$ cat src/rtl/rxsat_pkg.sv
package rxsat_pkg;
    localparam int SAMPLE_W = 18;
    localparam int WORD_W   = 16;

    typedef enum logic {
        FMT_TWO_SIGN = 1'b0,
        FMT_ONE_SIGN = 1'b1
    } fmt_e;

    typedef struct packed {
        logic over;
        logic under;
    } sat_hit_t;

    function automatic logic any_hit(input sat_hit_t h);
        return h.over | h.under;
    endfunction
endpackage

$ cat src/rtl/rxsat_core.sv
module rxsat_core
    import rxsat_pkg::*;
#(
    parameter int IN_W  = SAMPLE_W,
    parameter int OUT_W = WORD_W
) (
    input  logic signed [IN_W-1:0]  sample,
    input  fmt_e                    fmt,
    output logic        [OUT_W-1:0] word,
    output sat_hit_t                hit
);
    localparam int HI_ONE = (1 << (OUT_W - 1)) - 1;
    localparam int LO_ONE = -(1 << (OUT_W - 1));
    localparam int HI_TWO = (1 << (OUT_W - 2)) - 1;
    localparam int LO_TWO = -(1 << (OUT_W - 2));

    logic signed [IN_W-1:0] lim_hi;
    logic signed [IN_W-1:0] lim_lo;

    always_comb begin
        if (fmt == FMT_ONE_SIGN) begin
            lim_hi = IN_W'(HI_ONE);
            lim_lo = IN_W'(LO_ONE);
        end else begin
            lim_hi = IN_W'(HI_TWO);
            lim_lo = IN_W'(LO_TWO);
        end
        hit.over  = sample > lim_hi;
        hit.under = sample < lim_lo;
        if (hit.over)       word = lim_hi[OUT_W-1:0];
        else if (hit.under) word = lim_lo[OUT_W-1:0];
        else                word = sample[OUT_W-1:0];
    end
endmodule

$ cat src/rtl/rxsat_flag.sv
module rxsat_flag (
    input  logic clk,
    input  logic rst,
    input  logic set_ev,
    input  logic clr_ev,
    output logic flag
);
    always_ff @(posedge clk) begin
        if (rst)         flag <= 1'b0;
        else if (set_ev) flag <= 1'b1;
        else if (clr_ev) flag <= 1'b0;
    end
endmodule

$ cat src/rtl/rx_clip_sat.sv
module rx_clip_sat
    import rxsat_pkg::*;
#(
    parameter int IN_W  = SAMPLE_W,
    parameter int OUT_W = WORD_W
) (
    input  logic                    clk,
    input  logic                    rst,
    input  logic                    in_valid,
    input  logic signed [IN_W-1:0]  in_sample,
    input  logic                    fmt_one_sign,
    input  logic                    clr_clip,
    output logic        [OUT_W-1:0] out_word,
    output logic                    clip
);
    fmt_e               fmt;
    logic [OUT_W-1:0]   sat_word;
    sat_hit_t           sat_hit;
    logic               sat_ev;

    assign fmt    = fmt_one_sign ? FMT_ONE_SIGN : FMT_TWO_SIGN;
    assign sat_ev = in_valid & any_hit(sat_hit);

    rxsat_core #(.IN_W(IN_W), .OUT_W(OUT_W)) u_core (
        .sample (in_sample),
        .fmt    (fmt),
        .word   (sat_word),
        .hit    (sat_hit)
    );

    rxsat_flag u_flag (
        .clk    (clk),
        .rst    (rst),
        .set_ev (sat_ev),
        .clr_ev (clr_clip),
        .flag   (clip)
    );

    always_ff @(posedge clk) begin
        if (rst)           out_word <= '0;
        else if (in_valid) out_word <= sat_word;
    end
endmodule

$ cat config.mk
export PLATFORM = sky130hd
export DESIGN_NAME = rx_clip_sat
export DESIGN_NICKNAME = d
export VERILOG_FILES = /design/src/rtl/rxsat_pkg.sv /design/src/rtl/rxsat_core.sv /design/src/rtl/rxsat_flag.sv /design/src/rtl/rx_clip_sat.sv
export SDC_FILE = /design/constraint.sdc
export NUM_CORES = 1
export LEC_CHECK = 0
export BUFFER_PORTS_ARGS = -buffer_cell sky130_fd_sc_hd__buf_2
export CAP_MARGIN = 20
export CORE_ASPECT_RATIO = 1.2
export CORE_UTILIZATION = 28
export CTS_BUF_LIST = sky130_fd_sc_hd__clkbuf_8
export DETAILED_ROUTE_END_ITERATION = 8
export MAX_ROUTING_LAYER = met4
export SETUP_SLACK_MARGIN = 0.2
export SYNTH_ARGS = -nofsm -noshare
export SYNTH_HDL_FRONTEND = slang
export SYNTH_HIERARCHICAL = 1
export SYNTH_SLANG_ARGS = --single-unit
$ cat constraint.sdc
create_clock -name clk -period 4.18 [get_ports clk]
set_input_delay 0.209 -clock clk [delete_from_list [all_inputs] [get_ports clk]]
set_output_delay 0.209 -clock clk [all_outputs]
set_load 0.03 [all_outputs]
Yosys cells after proc, flatten, opt, wreduce, memory -nomap -nowiden --
Cells that the tools add are included. Widths: inputs -> output; s select.
Word-level totals: flip-flop bits (word level) 17, logic and storage cells 14
Operators by class: magnitude comparators 2, multiplexer cells 7, bitwise logic cells 2, reductions and logical operators 1
Operator list (number):
- $mux 16 | 2
- $mux 15 | 2
- $gt 18x18->1 | 1
- $lt 18x16->1 | 1
- $mux 1 | 3
- $reduce_bool 2->1 | 1
- $and 1x1->1 | 1
- $or 1x1->1 | 1

Depth between registers and ports, before layout --
Gate-level depths: netlist of run 1.
word-level depth 6, gate-level depth with buffers 9, gate-level depth less buffers 8

Modules after synthesis --
The synthesis of run 1 kept the hierarchy.
By module, submodules not included:
- rx_clip_sat | times used 1, cells an instance 53, area an instance 589.3 µm²
- rxsat_core | times used 1, cells an instance 40, area an instance 297.8 µm²
- rxsat_flag | times used 1, cells an instance 4, area an instance 38.8 µm²

Least setup slack after synthesis of run 1 --
Ideal clock, no wire load.
kind in2reg, from input fmt_one_sign, to register out_word[10], arrival time 1.693 ns, data required time 4.063 ns, path slack 2.370 ns, stages on the path 9, path buffers 1, cell sequence inv_1 ha_1 nand4b_1 nor4_4 o22ai_2 buf_6 a21o_1 mux2i_1 nor2_1
RTL lines:
- from (decl) | line rx_clip_sat.sv:11 | input logic fmt_one_sign,
- to (signal assigned) | line rx_clip_sat.sv:41 | else if (in_valid) out_word <= sat_word;
- to (decl) | line rx_clip_sat.sv:13 | output logic [OUT_W-1:0] out_word,

==> impl_metrics.toml, run 1 <==
[timing]
period_needed_ns = 1.85
period_share_pct = 44.3
fmax_mhz = 540
hold_viol_final = 0
setup_viol_count_final = 0
worst_pin_slew_ns = 0.632
max_slew_margin_pct = 57.9
fin_setup_tns_ns = 0
rsz0062_at_grt = "no"
fin_hold_ws_ns = 0.247
finClkSkew_ns = 0
report.final.slew_viol_count = 0

[clock_tree]
clock-sinks = 17
clockRootBuffer = "clkbuf_8"
cts_tree = "yes"
clk_pin_slew_ns = 0.06
cts_hold_buf = 0
post_cts_buffers = 0
htreeDepth = 1
ctsResizeCount = 0
worstSkewPairLatency_ns = 0.25
numCtsBuffers = 3
cts_buffer_depth = 2

[hold_path]
min_to = "u_flag/flag"
hold_path.class = "input pin to flop"
hold_depth = 3
hp-start = "clr_clip"

[setup_path]
cp-start-kind = "input pin"
crit_path_cell_trace = "buf_2, inv_1, ha_1, nand4b_1, nor4_4, o22ai_2, a21o_2, mux2i_1, nor2_1"
reg2reg_slack_ns = 3.56
slowest_stage = "nor4_4"
cp_max_fo = 15
worstPathRequired_ns = 4.31
r2r_end = "out_word[9]"
end_kind = "flop"
max_stage_delay_ns = 0.37
reg2regPathDepth = 2
cp.arrival_ns = 1.98
reg2reg_from = "out_word[9]"
criticalPathCategory = "input pin to flop"

[route]
antenna_left = 0
wl_per_cell_um = 12.7
vias_per_cell = 4.80
drt_wl_total_mm = 2.14
drt_iter0_markers = 17
route.detailed.drc = 0
drt-pass1-iter-count = 4
via_count = 811

[place]
gp_congestion = 0.694
place_inst = 165
dpl_cell_area_um2 = 1110
portBuffers = 39
dpl.hpwl_mm = 1.69

[yosys]
yosys-top-cells-area = "dfxtp_1 37%, mux2i_1 18%, nor2_1 8.1%, a21o_1 7.3%, a21o_2 4.7%"
synth_ff_type = "dfxtp_1"
synth_area_per_cell_um2 = 9.55
synth_area_um2 = 926
synth.top_cell.area_share_pct = 36.8
syn_inst = 97
synthTopCellsByCount = "20 x nor2_1, 17 x dfxtp_1, 17 x mux2i_1"
synth_top_area_cell = "dfxtp_1"
synthArstFlopShare_pct = 0
ys_seq_area_share_pct = 36.8
syn_nets = 122
synth_edf_count = 0
yosysWarnings = 6
synth_cell_types = 26
ys_seq_elements = 17
synth_most_common_cell = "nor2_1"

[flow_run]
drv_cap = 0

[floorplan]
coreArea_um2 = 3110
die_w_um = 54.5
start_util_pct = 29.8
dieArea_um2 = 3540
pin_count = 40
die_y_um = 65.0
row_count = 22

[power_and_ir_drop]
p_leak_uw = 0.000631
p_per_area_nw_per_um2 = 353
vdd_drop_max_mv = 0.195

[grt]
grt_pass1_vias = 785
grt_first_pass_wirelength_mm = 3.37
grt_max_degree = 18
antenna_found_initial = 0
overflow = 0
track_usage_pct = 13.3

[cells_and_area]
finalInstanceArea_um2 = 1150
fill_cells = 351
drive_gt1_share_pct = 38.3
final_nets = 159
syn_to_final_growth_pct = 24.3
diodes = 0
fin_cells = 169
finish.utilization_pct = 37.0

[run_status]
outcome = "finished, final reports clean"
## metrics by stage
step / setup WS [ns] / total power, uW
floorplan: 2.37 / 262
global placement: 2.16 / 290
detailed placement: 2.06 / 292
CTS: 2.34 / 411
global route: 2.23 / 427
finish: 2.33 / 406
## layout make-up
cell class	count	area (um^2)	area share, %
flip-flops and latches	17	340	29.6
multi-input cells	69	510	44.3
clock buffers	3	41.3	3.59
well taps	36	45.0	3.91
clock inverters	1	3.75	0.326
repair buffers	39	195	17.0
inverters	4	15.0	1.30
## kinds of logic after synthesis
| group | Yosys count | synth area share, % |
|---|---|---|
| simple gates | 30 | 16.6 |
| compound gates | 20 | 17.4 |
| mux | 17 | 18.4 |
| flops | 17 | 36.8 |
| buf+inv | 11 | 8.11 |
| fa+ha+maj | 2 | 2.70 |
## worst max-delay path, delay by kind of cell
kind                       cells  cell delay (ns)
and+or+nand+nor                3             0.63
adders and majority gates      1             0.24
AOI/OAI and AO/OA              2             0.56
buffers and inverters          2             0.22
muxes                          1             0.13
## worst max-delay path by stage
stage	from	to	slack, ns
floorplan	fmt_one_sign	out_word[10]	2.37
global placement	fmt_one_sign	out_word[1]	2.16
detailed placement	fmt_one_sign	out_word[9]	2.06
CTS	fmt_one_sign	out_word[2]	2.34
global route	fmt_one_sign	out_word[2]	2.23
finish	fmt_one_sign	out_word[2]	2.33
## routing by layer
layer  up-vias  routed length [um]  GRT usage (%)
met2        20                1150           21.0
met4         0                  35           6.73
met5         -                   0              -
li1        408                   -              -
met3         4                  98           1.64
met1       379                 858           16.0
## where the power goes
| group | internal [uW] | switching (uW) | leakage, uW |
|---|---|---|---|
| clock | 65.1 | 53.2 | 0.0000269 |
| sequential | 175 | 6.24 | 0.000141 |
| combinational | 41.3 | 65.0 | 0.000463 |
## sequential cells by signal (all words and copies together) (netlist names)
signal / count
u_flag/flag: 1
out_word: 16
## placed cells by master, fill, tap and decap left out
| cell type | netlist | final |
|---|---|---|
| mux2i_1 | 17 | 17 |
| a211oi_1 | 1 | 1 |
| clkbuf_8 | 0 | 3 |
| a21o_1 | 9 | 9 |
| dfxtp_1 | 17 | 17 |
| a21oi_1 | 1 | 1 |
| o22ai_2 | 1 | 1 |
| nor4_4 | 1 | 1 |
| nand4_1 | 2 | 2 |
| nand4b_1 | 1 | 1 |
| ha_1 | 2 | 2 |
| nand2_1 | 1 | 1 |
| and3_2 | 1 | 1 |
| nand2b_1 | 2 | 2 |
| inv_1 | 4 | 5 |
| o21a_1 | 1 | 1 |
| nand3b_1 | 1 | 1 |
| o32ai_1 | 1 | 1 |
| nor2_1 | 20 | 20 |
| a21oi_2 | 1 | 1 |
| a21o_2 | 5 | 5 |
| buf_2 | 1 | 39 |
| nand3_1 | 1 | 1 |
Note: power is estimated with default switching activity, not from simulation.
==> run 2: changes to the inputs <==
==> constraint.sdc (replaced) <==
create_clock -name clk -period 1.79 [get_ports clk]
set_input_delay 0.0895 -clock clk [delete_from_list [all_inputs] [get_ports clk]]
set_output_delay 0.0895 -clock clk [all_outputs]
set_load 0.03 [all_outputs]
==> impl_metrics.toml, run 2 (synthesis gave the netlist of run 1 again) <==
[place]
portBuffers = 39
place_inst = 166
dpl.hpwl_mm = 1.68
gp_congestion = 0.802

[timing]
period_needed_ns = 1.54
max_slew_margin_pct = 67.7
finClkSkew_ns = 0
report.final.slew_viol_count = 0
fmax_mhz = 648
setup_viol_count_final = 0
period_share_pct = 86.2
worst_pin_slew_ns = 0.484
fin_hold_ws_ns = 0.114
hold_viol_final = 0
rsz0062_at_grt = "yes"

[floorplan]
row_count = 22
coreArea_um2 = 3110
pin_count = 40
die_w_um = 54.5
start_util_pct = 29.8
die_y_um = 65.0
dieArea_um2 = 3540

[cells_and_area]
largest_register_ffs = 16
multi_input_area_um2 = 543
ff_latch_area_um2 = 340
layout_common_cells = "37 x buf_2, 20 x nor2_1, 17 x mux2i_1, 17 x dfxtp_1, 9 x a21o_1"
regMostFlops = "out_word"
final_nets = 164
fill_cells = 319
final_common_cell = "buf_2"
drive_gt1_share_pct = 42.8
diodes = 0
syn_to_final_growth_pct = 33.6
fin_cells = 174
biggestRegsByFlops = "out_word: 16 flops, u_flag/flag: 1 flops"

[clock_tree]
clock-sinks = 17
cts_hold_buf = 0
cts_tree = "yes"
cts_buffer_depth = 2
worstSkewPairLatency_ns = 0.25
numCtsBuffers = 3
clk_pin_slew_ns = 0.06
clockRootBuffer = "clkbuf_8"
htreeDepth = 1

[setup_path]
worstPathRequired_ns = 1.92
reg2regPathDepth = 2
cp_max_fo = 7
slowest_stage = "nor4_4"
cp-start-kind = "input pin"
cp.arrival_ns = 1.67
end_kind = "flop"
max_stage_delay_ns = 0.34
reg2reg_slack_ns = 1.17
crit_path_cell_trace = "buf_8, inv_6, ha_4, nand4b_1, nor4_4, buf_4, o22ai_2, a21o_1, mux2i_1, nor2_1"
criticalPathCategory = "input pin to flop"

[route]
wl_per_cell_um = 13.2
route.detailed.drc = 0
antenna_left = 0
vias_per_cell = 4.97
drt_wl_total_mm = 2.30
via_count = 864
drt-pass1-iter-count = 4
drt_iter0_markers = 9

[power_and_ir_drop]
p_per_area_nw_per_um2 = 780
p_switching_uw = 297
p_comb_share_pct = 27.7
vdd_drop_max_mv = 0.395
power.internal_uw = 669
p_seq_share_pct = 43.9
netSwitchingFraction_pct = 30.7
p_leak_uw = 0.000659
power_frac_clock_pct = 28.4
p_total_uw = 966

[hold_path]
hold_path.class = "input pin to flop"
hold_depth = 3

[grt]
antenna_found_initial = 0
track_usage_pct = 13.4
grt_pass1_vias = 765
grt_max_degree = 18
overflow = 0
grt_first_pass_wirelength_mm = 3.18

[flow_run]
drv_cap = 0

[run_status]
outcome = "finished, final reports clean"
[run 2: cell count changes in the layout (fill, tap and decap cells not counted), sizes merged]
cell,previous run,this run
buf,39,43
o22ai,1,2
[run 2: power by group through the flow]
| stage | sequential, uW | clock, uW | combinational, uW |
|---|---|---|---|
| floorplan | 491 | 0 | 121 |
| global placement | 431 | 0 | 247 |
| detailed placement | 432 | 0 | 252 |
| CTS | 424 | 286 | 253 |
| global route | 426 | 303 | 288 |
| finish | 424 | 274 | 268 |
[run 2: worst paths after layout]
path	startpoint	endpoint
max	in_sample[14]	out_word[6]
max reg2reg	out_word[6]	out_word[6]
min reg2reg	u_flag/flag	u_flag/flag
min	clr_clip	u_flag/flag
[run 2: repair_timing]
action                                  CTS  global route
endpoints found under the setup margin    0            14
buffers inserted                          0             3
gates resized for setup                   0            11
[run 2: critical path, delay by kind of cell]
kind / cells / cell delay, ns
compound gates: 2 / 0.32
fa+ha+maj: 1 / 0.19
simple gates: 3 / 0.61
buf+inv: 3 / 0.33
mux: 1 / 0.13
[run 2: final cells by class]
type | instances | area share (%)
Inverter | 4 | 1.82
Timing Repair Buffer | 43 | 19.5
Tap cell | 36 | 3.64
Multi-Input combinational cell | 70 | 43.9
Clock inverter | 1 | 0.303
Clock buffer | 3 | 3.34
Sequential cell | 17 | 27.5
[run 2: stage by stage]
stage          cell area [um^2]  setup WS (ns)  util, %  setup TNS, ns
6_report                   1240          0.247     39.8              0
5_1_grt                    1240          0.183     39.8              0
4_1_cts                    1160          0.238     37.2              0
3_5_place_dp               1110        -0.0307     35.8         -0.105
3_3_place_gp               1110         0.0908     35.8              0
2_1_floorplan               926          0.264        -              0
[run 2: per-layer routing]
| metal | routed length [um] | up-vias | track usage [%] |
|---|---|---|---|
| met5 | 0 | - | - |
| met4 | 71 | 0 | 10.6 |
| met3 | 129 | 5 | 2.35 |
| met2 | 1100 | 29 | 20.9 |
| met1 | 1000 | 410 | 14.4 |
| li1 | - | 420 | - |
